`src/rtl/lrbo_pkg.sv`:
```
package lrbo_pkg;

    typedef enum logic [1:0] {
        LR_LOW  = 2'd0,
        LR_RISE = 2'd1,
        LR_HIGH = 2'd2,
        LR_FALL = 2'd3
    } lr_state_t;

    typedef enum logic [1:0] {
        BO_FAULT = 2'd0,
        BO_GOOD  = 2'd1,
        BO_SAG   = 2'd2
    } bo_state_t;

endpackage

```
`src/rtl/lrbo_sync.sv`:
```
module lrbo_sync #(
    parameter int   STAGES  = 2,
    parameter logic RST_VAL = 1'b0
) (
    input  logic clk,
    input  logic rst_n,
    input  logic d_i,
    output logic q_o
);

    generate
        if (STAGES == 0) begin : g_bypass
            assign q_o = d_i;
        end else begin : g_chain
            logic [STAGES-1:0] chain;
            always_ff @(posedge clk or negedge rst_n) begin
                if (!rst_n) begin
                    chain <= {STAGES{RST_VAL}};
                end else if (STAGES == 1) begin
                    chain <= d_i;
                end else begin
                    chain <= {chain[STAGES-2:0], d_i};
                end
            end
            assign q_o = chain[STAGES-1];
        end
    endgenerate

endmodule

```
`src/rtl/lrbo_line_fsm.sv`:
```
module lrbo_line_fsm
    import lrbo_pkg::*;
#(
    parameter int BLANK = 16
) (
    input  logic clk,
    input  logic rst_n,
    input  logic above_i,
    output logic high_line_o,
    output logic lvl_sel_o,
    output logic chg_o
);

    localparam int CW = (BLANK < 2) ? 1 : $clog2(BLANK + 1);
    localparam logic [CW-1:0] LAST = CW'(BLANK - 1);
    localparam bit INSTANT = (BLANK <= 1);

    lr_state_t     state, state_nxt;
    logic [CW-1:0] cnt, cnt_nxt;
    logic          chg_q, chg_nxt;

    // next-state and qualification count
    always_comb begin
        state_nxt = state;
        cnt_nxt   = cnt;
        chg_nxt   = 1'b0;
        unique case (state)
            LR_LOW: begin
                if (above_i) begin
                    state_nxt = INSTANT ? LR_HIGH : LR_RISE;
                    cnt_nxt   = INSTANT ? '0 : CW'(1);
                    chg_nxt   = INSTANT;
                end
            end
            LR_RISE: begin
                if (!above_i) begin
                    state_nxt = LR_LOW;
                    cnt_nxt   = '0;
                end else if (cnt == LAST) begin
                    state_nxt = LR_HIGH;
                    cnt_nxt   = '0;
                    chg_nxt   = 1'b1;
                end else begin
                    cnt_nxt = cnt + 1'b1;
                end
            end
            LR_HIGH: begin
                if (!above_i) begin
                    state_nxt = INSTANT ? LR_LOW : LR_FALL;
                    cnt_nxt   = INSTANT ? '0 : CW'(1);
                    chg_nxt   = INSTANT;
                end
            end
            LR_FALL: begin
                if (above_i) begin
                    state_nxt = LR_HIGH;
                    cnt_nxt   = '0;
                end else if (cnt == LAST) begin
                    state_nxt = LR_LOW;
                    cnt_nxt   = '0;
                    chg_nxt   = 1'b1;
                end else begin
                    cnt_nxt = cnt + 1'b1;
                end
            end
            default: begin
                state_nxt = LR_LOW;
                cnt_nxt   = '0;
            end
        endcase
    end

    // state register
    always_ff @(posedge clk or negedge rst_n) begin
        if (!rst_n) begin
            state <= LR_LOW;
            cnt   <= '0;
            chg_q <= 1'b0;
        end else begin
            state <= state_nxt;
            cnt   <= cnt_nxt;
            chg_q <= chg_nxt;
        end
    end

    // outputs
    always_comb begin
        high_line_o = (state == LR_HIGH) || (state == LR_FALL);
        lvl_sel_o   = high_line_o;
        chg_o       = chg_q;
    end

    assert_cnt_bound_R4: assert property (@(posedge clk) disable iff (!rst_n)
        cnt <= LAST);

    assert_hold_low_R2: assert property (@(posedge clk) disable iff (!rst_n)
        (!high_line_o && !above_i) |=> !high_line_o);

    assert_hold_high_R3: assert property (@(posedge clk) disable iff (!rst_n)
        (high_line_o && above_i) |=> high_line_o);

    assert_change_pulsed_R8: assert property (@(posedge clk) disable iff (!rst_n)
        (high_line_o != $past(high_line_o)) |-> chg_o);

    assert_pulse_only_on_change_R8: assert property (@(posedge clk) disable iff (!rst_n)
        chg_o |-> (high_line_o != $past(high_line_o)));

endmodule

```
`src/rtl/lrbo_bo_fsm.sv`:
```
module lrbo_bo_fsm
    import lrbo_pkg::*;
#(
    parameter int BLANK = 32
) (
    input  logic clk,
    input  logic rst_n,
    input  logic above_i,
    output logic bo_nok_o,
    output logic lvl_sel_o,
    output logic chg_o
);

    localparam int CW = (BLANK < 2) ? 1 : $clog2(BLANK + 1);
    localparam logic [CW-1:0] LAST = CW'(BLANK - 1);
    localparam bit INSTANT = (BLANK <= 1);

    bo_state_t     state, state_nxt;
    logic [CW-1:0] cnt, cnt_nxt;
    logic          chg_q, chg_nxt;

    // next-state: fast clear, blanked assertion
    always_comb begin
        state_nxt = state;
        cnt_nxt   = cnt;
        chg_nxt   = 1'b0;
        unique case (state)
            BO_FAULT: begin
                if (above_i) begin
                    state_nxt = BO_GOOD;
                    cnt_nxt   = '0;
                    chg_nxt   = 1'b1;
                end
            end
            BO_GOOD: begin
                if (!above_i) begin
                    state_nxt = INSTANT ? BO_FAULT : BO_SAG;
                    cnt_nxt   = INSTANT ? '0 : CW'(1);
                    chg_nxt   = INSTANT;
                end
            end
            BO_SAG: begin
                if (above_i) begin
                    state_nxt = BO_GOOD;
                    cnt_nxt   = '0;
                end else if (cnt == LAST) begin
                    state_nxt = BO_FAULT;
                    cnt_nxt   = '0;
                    chg_nxt   = 1'b1;
                end else begin
                    cnt_nxt = cnt + 1'b1;
                end
            end
            default: begin
                state_nxt = BO_FAULT;
                cnt_nxt   = '0;
            end
        endcase
    end

    // state register
    always_ff @(posedge clk or negedge rst_n) begin
        if (!rst_n) begin
            state <= BO_FAULT;
            cnt   <= '0;
            chg_q <= 1'b0;
        end else begin
            state <= state_nxt;
            cnt   <= cnt_nxt;
            chg_q <= chg_nxt;
        end
    end

    // outputs
    always_comb begin
        bo_nok_o  = (state == BO_FAULT);
        lvl_sel_o = bo_nok_o;
        chg_o     = chg_q;
    end

    assert_cnt_bound_R6: assert property (@(posedge clk) disable iff (!rst_n)
        cnt <= LAST);

    assert_fast_clear_R5: assert property (@(posedge clk) disable iff (!rst_n)
        (bo_nok_o && above_i) |=> !bo_nok_o);

    assert_hold_good_R6: assert property (@(posedge clk) disable iff (!rst_n)
        (!bo_nok_o && above_i) |=> !bo_nok_o);

    assert_change_pulsed_R8: assert property (@(posedge clk) disable iff (!rst_n)
        (bo_nok_o != $past(bo_nok_o)) |-> chg_o);

    assert_pulse_only_on_change_R8: assert property (@(posedge clk) disable iff (!rst_n)
        chg_o |-> (bo_nok_o != $past(bo_nok_o)));

endmodule

```
`src/rtl/lrbo_monitor.sv`:
```
module lrbo_monitor #(
    parameter int SYNC_STAGES    = 2,
    parameter int LINE_BLANK_CYC = 1_250_000,
    parameter int BO_BLANK_CYC   = 2_500_000
) (
    input  logic clk,
    input  logic rst_n,
    input  logic line_above_i,
    input  logic bo_above_i,
    output logic line_lvl_sel_o,
    output logic bo_lvl_sel_o,
    output logic high_line_o,
    output logic bo_nok_o,
    output logic line_chg_o,
    output logic bo_chg_o
);

    logic line_s;
    logic bo_s;

    lrbo_sync #(.STAGES(SYNC_STAGES), .RST_VAL(1'b0)) u_line_sync (
        .clk   (clk),
        .rst_n (rst_n),
        .d_i   (line_above_i),
        .q_o   (line_s)
    );

    lrbo_sync #(.STAGES(SYNC_STAGES), .RST_VAL(1'b0)) u_bo_sync (
        .clk   (clk),
        .rst_n (rst_n),
        .d_i   (bo_above_i),
        .q_o   (bo_s)
    );

    lrbo_line_fsm #(.BLANK(LINE_BLANK_CYC)) u_line (
        .clk         (clk),
        .rst_n       (rst_n),
        .above_i     (line_s),
        .high_line_o (high_line_o),
        .lvl_sel_o   (line_lvl_sel_o),
        .chg_o       (line_chg_o)
    );

    lrbo_bo_fsm #(.BLANK(BO_BLANK_CYC)) u_bo (
        .clk       (clk),
        .rst_n     (rst_n),
        .above_i   (bo_s),
        .bo_nok_o  (bo_nok_o),
        .lvl_sel_o (bo_lvl_sel_o),
        .chg_o     (bo_chg_o)
    );

endmodule

```
`config.mk`:
```
export PLATFORM = sky130hd
export DESIGN_NAME = lrbo_monitor
export DESIGN_NICKNAME = d
export VERILOG_FILES = /design/src/rtl/lrbo_pkg.sv /design/src/rtl/lrbo_sync.sv /design/src/rtl/lrbo_line_fsm.sv /design/src/rtl/lrbo_bo_fsm.sv /design/src/rtl/lrbo_monitor.sv
export SDC_FILE = /design/constraint.sdc
export NUM_CORES = 1
export LEC_CHECK = 0
export CORE_ASPECT_RATIO = 0.5
export CORE_UTILIZATION = 50
export CTS_CLUSTER_SIZE = 30
export DETAILED_ROUTE_END_ITERATION = 8
export DONT_BUFFER_PORTS = 1
export GPL_TIMING_DRIVEN = 0
export PLACE_DENSITY = 0.69
export SKIP_LAST_GASP = 1
export SLEW_MARGIN = 20
export SYNTH_ARGS = -nofsm -noshare
export SYNTH_HDL_FRONTEND = slang
export SYNTH_HIERARCHICAL = 1
export SYNTH_SLANG_ARGS = --single-unit
```
`constraint.sdc`:
```
create_clock -name clk -period 1.9 [get_ports clk]
set_input_delay 0.38 -clock clk [delete_from_list [all_inputs] [get_ports clk]]
set_output_delay 0.38 -clock clk [all_outputs]
set_load 0.005 [all_outputs]
```
==> results of run 1 <==
## cell usage in the layout, fill, tap and decap left out, drive strengths merged, types with 2 or more instances in the layout
master and instances:
a41oi 3, or3 2, nand3 15, mux2i 2, and3 10, a22o 15, o211ai 2, nor4b 3
clkbuf 10, a31oi 19, ha 6, nand4 10, and2 3, nor2 30, nand2 38, buf 34
a21o 13, o21ai 15, a21oi 14, nor4 5, a32o 3, nand2b 4, nor2b 3, nor3 5
dfrtp 53, o31ai 2, or2 2, o22ai 3, inv 9, and4 5, mux2 4
## kinds of logic (layout without fill, tap and decap cells)
logic type / Yosys count / after routing / share of synthesized area (%)
flops: 53 / 53 / 43.25
buf+inv: 22 / 56 / 4.161
xor+xnor: 1 / 1 / 0.5305
compound gates: 93 / 94 / 21.79
fa+ha+maj: 6 / 6 / 2.448
simple gates: 139 / 139 / 25.34
mux: 6 / 6 / 2.489
## registers in the layout, summed over array words and instances, names as in the netlist, named ones only
| register | count |
|---|---|
| u_line/chg_o | 1 |
| u_bo_sync/g_chain.chain | 2 |
| u_bo/state | 2 |
| u_line/cnt | 21 |
| u_line/state | 1 |
| u_bo/chg_o | 1 |
| u_line_sync/g_chain.chain | 2 |
| u_bo/cnt | 22 |
## timing repair
action | CTS | global route
resized for setup | 17 | 23
endpoints found under the hold margin | 53 | 0
gates cloned | 3 | 2
pin swaps | 3 | 9
setup endpoints to repair | 37 | 41
hold buffers | 2 | 0
buffers inserted | 13 | 8
## cell type report
class                      instances  share of cell area, %
buffer                            12                  2.535
clock buffer                       6                  3.481
clock inverter                     2                  1.048
inverter                           9                 0.9125
multi-input combinational        246                  46.67
sequential                        53                  35.86
tap                               73                  2.467
timing repair buffer              27                  7.029
## metrics by stage
stage | cells | hold WS [ns]
floorplan | 320 | 0.08441
global placement | 393 | 0.08568
detailed placement | 393 | 0.08592
CTS | 418 | 0.1039
global route | 428 | 0.09496
finish | 428 | 0.1088
## power groups by stage
stage	sequential (uW)	clock [uW]	combinational (uW)
after floorplan	1330	0	1050
after global placement	1350	0	1290
after detailed placement	1360	0	1320
after CTS	1340	1070	1470
after global routing	1350	1110	1850
final	1340	1040	1690
## worst paths after layout
path                            cells past startpoint                  startpoint                    endpoint
worst min register to register                      0  u_bo_sync/g_chain.chain[0]  u_bo_sync/g_chain.chain[1]
worst max register to register                      7                u_bo/cnt[12]                u_bo/cnt[14]
min in group asynchronous                           2                       rst_n              u_line/cnt[14]
worst min-delay path                                0                  bo_above_i  u_bo_sync/g_chain.chain[0]
worst max-delay path                                7                u_bo/cnt[12]                u_bo/cnt[14]
max in group asynchronous                           2                       rst_n                u_bo/cnt[12]
## metal layers
layer,vias up,track usage [%],part of all wire (%)
li1,1263,-,-
met1,1318,31.36,47
met2,65,39.33,48
met3,11,5.420,4.0
met4,0,6.476,1.1
met5,-,0,0
==> impl_metrics.json, run 1 <==
{
  "dr.first_iter.drc_count": 215,
  "fillers": 429,
  "p_leak_uw": 0.001613,
  "path_cells": "or4_4 > nor4_4 > buf_6 > a21o_4 > nor2_4 > buf_6 > a22o_2",
  "min_period_ns": 1.940,
  "syn-num-nets": 330,
  "seqPwrFrac_pct": 32.8,
  "clock_latency_ns": 0.29,
  "worst_slew_margin_rel_pct": 61.33,
  "crit_fanout": 7,
  "die_w_um": 112.8,
  "synth_area_um2": 3067,
  "r2r_slack_ns": -0.04,
  "combinationalPowerShare_pct": 41.5,
  "cp-end-kind": "register",
  "via_per_inst": 6.208,
  "die-area_um2": 6470,
  "syn2layout_area_growth_pct": 20.73,
  "synth.area.top_cells": "dfrtp_1, nand2_1, a22o_1",
  "seqCellArea_um2": 1328,
  "drv_cap": 0,
  "num_rows": 19,
  "ys_async_sr_fraction_pct": 100.0,
  "tns_ns": -0.3454,
  "violations": "setup timing",
  "tightest_slew_ns": 0.5753,
  "clock_sinks": 53,
  "grt_max_degree": 54,
  "ys_types": 57,
  "via_count": 2657,
  "nNetsFinal": 364,
  "grt_pass1_wl_um": 11900,
  "synthFlopType": "dfrtp_1",
  "cts_buffer_depth": 2,
  "placed_area_um2": 3167,
  "grt_pass1_vias": 2464,
  "dp_hpwl_um": 4491,
  "fin_crit_sh_pct": 102.1,
  "synth_most_common_cell": "dfrtp_1",
  "grt_antenna_before_repair": 0,
  "numCtsBuffers": 5,
  "start_kind": "register",
  "cp_slowest_cell": "or4_4",
  "overflow": 0,
  "cts_tree": "done",
  "drc": 0,
  "ys_warn_count": 6,
  "design_area_um2": 3702,
  "clkPwrFrac_pct": 25.6,
  "synth_edf_count": 0,
  "power.density_nw_per_um2": 1100,
  "skew_ns": 0.008411,
  "internal_power_uw": 2643,
  "syn_avg_cell_area_um2": 9.583,
  "grt_usage_pct": 23.59,
  "path_buf_inv": 2,
  "clockRootBuffer": "clkbuf_16",
  "hold_violations": 0,
  "finish.utilization_pct": 65.16,
  "gp_congestion": 0.9090,
  "status": "finished with violations",
  "synth_top_cell_area_share_pct": 43.25,
  "ios": 10,
  "fmax_mhz": 515.5,
  "cpMostUsedCell": "buf_6",
  "rsz0062_at_grt": "true",
  "max-vdd-ir-drop_mv": 0.5231,
  "die_h_um": 57.38,
  "slew_viol_final": 0,
  "total_power_uw": 4072,
  "dr.pass1.iters": 5,
  "multi_input_area_um2": 1728,
  "wl_per_cell_um": 17.13,
  "routed_wl_um": 7333,
  "min_path_type": "primary input to register",
  "worstSetupPathType": "register to register",
  "setup_violations": 16,
  "slowest_delay_ns": 0.50,
  "path_delay_family": "simple AND/OR/NAND/NOR gates",
  "synthTopCellsByCount": "dfrtp_1, nand2_1, nor2_1, a31oi_1",
  "power.switching_uw": 1429,
  "clk_pin_slew_ns": 0.07,
  "n_antenna_cell": 0,
  "htreeDepth": 2,
  "drive_gt1_share_pct": 24.23,
  "drtAntennaViolNets": 0,
  "setup_slack_ns": -0.03981,
  "io_buffers": 0,
  "arrival_ns": 2.12,
  "synthCells": 320,
  "design.core.area_um2": 5682,
  "worst_ep_required_time_ns": 2.08,
  "ys_ff_latch": 53,
  "p_sw_share_pct": 35.10,
  "synth_seq_area_share_pct": 43.25,
  "dp_slack_ns": -0.3870,
  "start_util_pct": 53.97,
  "yosysTopAreaCell": "dfrtp_1"
}
(Power assumes the default switching activity.)
==> run 2: changes to the inputs <==
--- a/config.mk
+++ b/config.mk
@@ -12,6 +12,7 @@
 export DONT_BUFFER_PORTS = 1
 export GPL_TIMING_DRIVEN = 0
 export PLACE_DENSITY = 0.69
+export SETUP_SLACK_MARGIN = 0.3
 export SKIP_LAST_GASP = 1
 export SLEW_MARGIN = 20
 export SYNTH_ARGS = -nofsm -noshare
==> impl_metrics.json, run 2 (synthesized netlist as in run 1, its figures left out) <==
{
  "slowest_delay_ns": 0.52,
  "fillers": 342,
  "grt_antenna_before_repair": 0,
  "clk_pin_slew_ns": 0.07,
  "overflow": 0,
  "drc": 0,
  "path_buf_inv": 2,
  "r2r_slack_ns": -0.04,
  "routed_wl_um": 9544,
  "p_leak_uw": 0.001922,
  "fin_crit_sh_pct": 102.3,
  "cpMostUsedCell": "buf_6",
  "setup_slack_ns": -0.04337,
  "die_w_um": 112.8,
  "nNetsFinal": 405,
  "final_cells": 469,
  "num_rows": 19,
  "worstSetupPathType": "register to register",
  "worst_slew_margin_rel_pct": 48.04,
  "crit_fanout": 5,
  "slew_viol_final": 0,
  "status": "finished with violations",
  "cp_slowest_cell": "or4_4",
  "dr.first_iter.drc_count": 274,
  "regMostFlops": "u_bo/cnt",
  "start_util_pct": 53.97,
  "cts_buffer_depth": 2,
  "power.density_nw_per_um2": 1069,
  "syn2layout_area_growth_pct": 40.68,
  "min_period_ns": 1.943,
  "setup_violations": 15,
  "cts_tree": "done",
  "design_area_um2": 4314,
  "n_antenna_cell": 0,
  "path_cells": "or4_4 > nor4_4 > buf_6 > a21o_4 > nor2_4 > buf_6 > a22o_2",
  "ios": 10,
  "skew_ns": 0.005207,
  "drtAntennaViolNets": 0,
  "via_per_inst": 6.601,
  "top_regs": "u_bo/cnt: 22 flops, u_line/cnt: 21 flops",
  "hold_violations": 53,
  "min_path_type": "primary input to asynchronous set/reset pin",
  "numCtsBuffers": 5,
  "dr.pass1.iters": 5,
  "clock_latency_ns": 0.29,
  "path_delay_family": "simple AND/OR/NAND/NOR gates",
  "cp-end-kind": "register",
  "clockRootBuffer": "clkbuf_16",
  "grt_max_degree": 54,
  "place_inst": 393,
  "violations": "hold timing, setup timing",
  "design.core.area_um2": 5682,
  "largest_reg_flops": 22,
  "clock_sinks": 53,
  "fmax_mhz": 514.6,
  "placed_area_um2": 3226,
  "grt_pass1_wl_um": 13460,
  "tightest_slew_ns": 0.7765,
  "max-vdd-ir-drop_mv": 0.6358,
  "final_common_cell": "buf_4",
  "worst_ep_required_time_ns": 2.08,
  "wl_per_cell_um": 20.35,
  "grt_pass1_vias": 2770,
  "arrival_ns": 2.13,
  "via_count": 3096,
  "grt_usage_pct": 26.93,
  "dp_hpwl_um": 4571,
  "drive_gt1_share_pct": 43.18,
  "gp_congestion": 0.9225,
  "htreeDepth": 2,
  "rsz0062_at_grt": "true",
  "layout_common_cells": "buf_4, dfrtp_1, nand2_1, nor2_1, buf_6",
  "die_h_um": 57.38,
  "io_buffers": 0,
  "drv_cap": 0,
  "start_kind": "register",
  "timing.hold.ws_ns": -0.2252,
  "die-area_um2": 6470
}
-- run 2: cell count changes in the layout (fill, tap and decap cells not counted), sizes merged --
cell and change:
buf +44, a21o -1, a21oi +1, clkbuf -1, clkinv -1, dlygate4sd3 -1
-- run 2: routing by layer --
| layer | share of wire [%] | wire, um | vias to the layer above | global-route usage [%] |
|---|---|---|---|---|
| li1 | - | - | 1354 | - |
| met1 | 41 | 3905 | 1537 | 33.56 |
| met2 | 50 | 4733 | 168 | 47.00 |
| met3 | 6.7 | 640 | 37 | 6.589 |
| met4 | 2.8 | 265 | 0 | 8.381 |
| met5 | 0 | 0 | - | 0 |
-- run 2: per-stage QoR --
step                      TNS (ns)  total power, uW  hold slack, ns  setup WS, ns  util (%)
after global routing        -1.295             4808         -0.2390      -0.09052     75.93
after global placement      -2.158             2709         0.08620       -0.2341     56.77
after floorplan                  0             2462         0.08441      0.002346         -
after CTS                   -2.061             4266         -0.2302       -0.1370     68.07
after detailed placement    -2.272             2746         0.08601       -0.2589     56.77
final                      -0.4003             4612         -0.2252      -0.04337     75.93
-- run 2: final timing paths --
kind	from	end	cells after the start
max	u_bo/cnt[12]	u_bo/cnt[14]	7
min	rst_n	u_line/cnt[18]	0
max reg2reg	u_bo/cnt[12]	u_bo/cnt[14]	7
min reg2reg	u_bo_sync/g_chain.chain[0]	u_bo_sync/g_chain.chain[1]	0
max in group asynchronous	rst_n	u_bo/cnt[12]	0
min in group clk	bo_above_i	u_bo_sync/g_chain.chain[0]	0
-- run 2: layout make-up --
class | instances | area [um2] | area share (%)
repair buffers | 67 | 603.1 | 13.98
flip-flops and latches | 53 | 1340 | 31.06
clock buffers | 7 | 142.6 | 3.306
clock inverters | 1 | 30.03 | 0.6961
well taps | 73 | 91.34 | 2.117
plain buffers | 13 | 115.1 | 2.668
inverters | 9 | 33.78 | 0.7831
multi-input cells | 246 | 1958 | 45.39
-- run 2: worst register-to-register path, cell delays in order (launching register included) --
cell and delay [ns]:
dfrtp_2 0.41, or4_4 0.52, nor4_4 0.15, buf_6 0.16, a21o_4 0.16, nor2_4 0.06
buf_6 0.14, a22o_2 0.23
-- run 2: report_power, final --
part | switching [uW] | total [uW] | internal [uW]
Clock | 415 | 1070 | 659
Combinational | 1130 | 2200 | 1070
Sequential | 108 | 1340 | 1230
Total | 1650 | 4610 | 2960
-- run 2: repair_timing --
item	4_1_cts	5_1_grt
cloned	5	1
setup buffers	34	28
endpoints found under the setup margin	46	48
hold endpoints to repair	53	53
gates resized for setup	47	60
pin swaps	19	33
==> run 3: changes to the inputs <==
==> constraint.sdc (replaced) <==
create_clock -name clk -period 1.9 [get_ports clk]
set_input_delay 0.095 -clock clk [delete_from_list [all_inputs] [get_ports clk]]
set_output_delay 0.095 -clock clk [all_outputs]
set_load 0.005 [all_outputs]
==> impl_metrics.json, run 3 (synthesized netlist as in run 1, its figures left out) <==
{
  "start_util_pct": 53.97,
  "overflow": 0,
  "clock_sinks": 53,
  "p_leak_uw": 0.001969,
  "timing.hold.ws_ns": 0.3090,
  "drtAntennaViolNets": 0,
  "worstSetupPathType": "register to register",
  "nNetsFinal": 413,
  "io_buffers": 0,
  "drive_gt1_share_pct": 43.32,
  "grt_pass1_vias": 2774,
  "arrival_ns": 2.13,
  "setup_slack_ns": -0.04947,
  "largest_reg_flops": 22,
  "die_w_um": 112.8,
  "drv_cap": 0,
  "grt_max_degree": 54,
  "design_area_um2": 4398,
  "grt_usage_pct": 26.86,
  "dp_hpwl_um": 4571,
  "final_cells": 477,
  "setup_violations": 14,
  "numCtsBuffers": 5,
  "crit_fanout": 4,
  "grt_antenna_before_repair": 0,
  "top_regs": "u_bo/cnt: 22 flops, u_line/cnt: 21 flops",
  "place_inst": 393,
  "routed_wl_um": 9652,
  "skew_ns": 0.008710,
  "placed_area_um2": 3226,
  "syn2layout_area_growth_pct": 43.41,
  "cts_tree": "done",
  "worst_slew_margin_rel_pct": 48.04,
  "status": "finished with violations",
  "grt_pass1_wl_um": 13460,
  "worst_ep_required_time_ns": 2.08,
  "cts_buffer_depth": 2,
  "n_antenna_cell": 0,
  "final_common_cell": "buf_4",
  "design.core.area_um2": 5682,
  "hold_violations": 0,
  "fmax_mhz": 513.0,
  "fin_crit_sh_pct": 102.6,
  "clockRootBuffer": "clkbuf_16",
  "slew_viol_final": 0,
  "drc": 0,
  "die_h_um": 57.38,
  "gp_congestion": 0.9225,
  "dr.first_iter.drc_count": 334,
  "tightest_slew_ns": 0.7765,
  "num_rows": 19,
  "violations": "setup timing",
  "clock_latency_ns": 0.30,
  "start_kind": "register",
  "regMostFlops": "u_bo/cnt",
  "wl_per_cell_um": 20.23,
  "min_path_type": "primary input to asynchronous set/reset pin",
  "die-area_um2": 6470,
  "cp-end-kind": "register",
  "via_per_inst": 6.537,
  "via_count": 3118,
  "dr.pass1.iters": 5,
  "ios": 10,
  "clk_pin_slew_ns": 0.07,
  "min_period_ns": 1.949,
  "max-vdd-ir-drop_mv": 0.6250,
  "rsz0062_at_grt": "true",
  "htreeDepth": 2,
  "layout_common_cells": "buf_4, dfrtp_1, nand2_1, nor2_1, buf_6",
  "power.density_nw_per_um2": 1065
}
## run 3: worst paths after layout
path	slack [ns]	to	from	cells after the start
setup reg to reg	-0.05	u_bo/state[1]	u_bo/cnt[12]	6
setup / recovery	-0.05	u_bo/state[1]	u_bo/cnt[12]	6
hold / removal	0.31	u_line/cnt[18]	rst_n	2
hold reg to reg	0.35	u_bo_sync/g_chain.chain[1]	u_bo_sync/g_chain.chain[0]	0
max in group asynchronous	1.34	u_bo/cnt[12]	rst_n	2
min in group clk	0.35	u_bo_sync/g_chain.chain[1]	u_bo_sync/g_chain.chain[0]	0
## run 3: per-stage QoR
stage               setup slack [ns]  total power [uW]  TNS, ns  utilization, %
finish                      -0.04947              4686  -0.3725           77.41
floorplan                   0.002346              2462        0               -
global placement             -0.2341              2709   -2.158           56.77
detailed placement           -0.2589              2746   -2.272           56.77
CTS                          -0.1370              4294   -2.061           69.04
global route                -0.09090              4881   -1.188           77.41
## run 3: layer usage
layer | track usage (%) | vias to the layer above | wire, um
met3 | 6.589 | 44 | 679
met4 | 8.381 | 0 | 323
met2 | 46.74 | 163 | 4775
met5 | 0 | - | 0
li1 | - | 1364 | -
met1 | 33.56 | 1547 | 3873
## run 3: what timing repair did
item / 4_1_cts / 5_1_grt
cloned: 5 / 1
setup endpoints to repair: 45 / 47
buffers inserted: 34 / 32
endpoints found under the hold margin: 55 / 0
hold buffers: 4 / 0
resized for setup: 46 / 61
pin swaps: 19 / 30
## run 3: worst max-delay path, stage by stage (launching register included)
cell and delay [ns]:
dfrtp_2 0.41, or4_4 0.53, nor4_4 0.16, buf_6 0.16
nand2_4 0.06, a21o_4 0.23, mux2_4 0.29
## run 3: layout make-up
| type | count | area [um2] |
|---|---|---|
| buffer | 13 | 115.1 |
| clock buffer | 7 | 142.6 |
| clock inverter | 1 | 30.03 |
| fill | 324 | 1284 |
| inverter | 9 | 33.78 |
| multi-input combinational | 246 | 1948 |
| sequential | 53 | 1339 |
| tap | 73 | 91.34 |
| timing repair buffer | 75 | 698.2 |
## run 3: power by group
| part | internal, uW | total, uW | switching, uW |
|---|---|---|---|
| Combinational | 1110 | 2270 | 1160 |
| Clock | 660 | 1070 | 415 |
| Sequential | 1230 | 1340 | 109 |
| Total | 3000 | 4690 | 1690 |
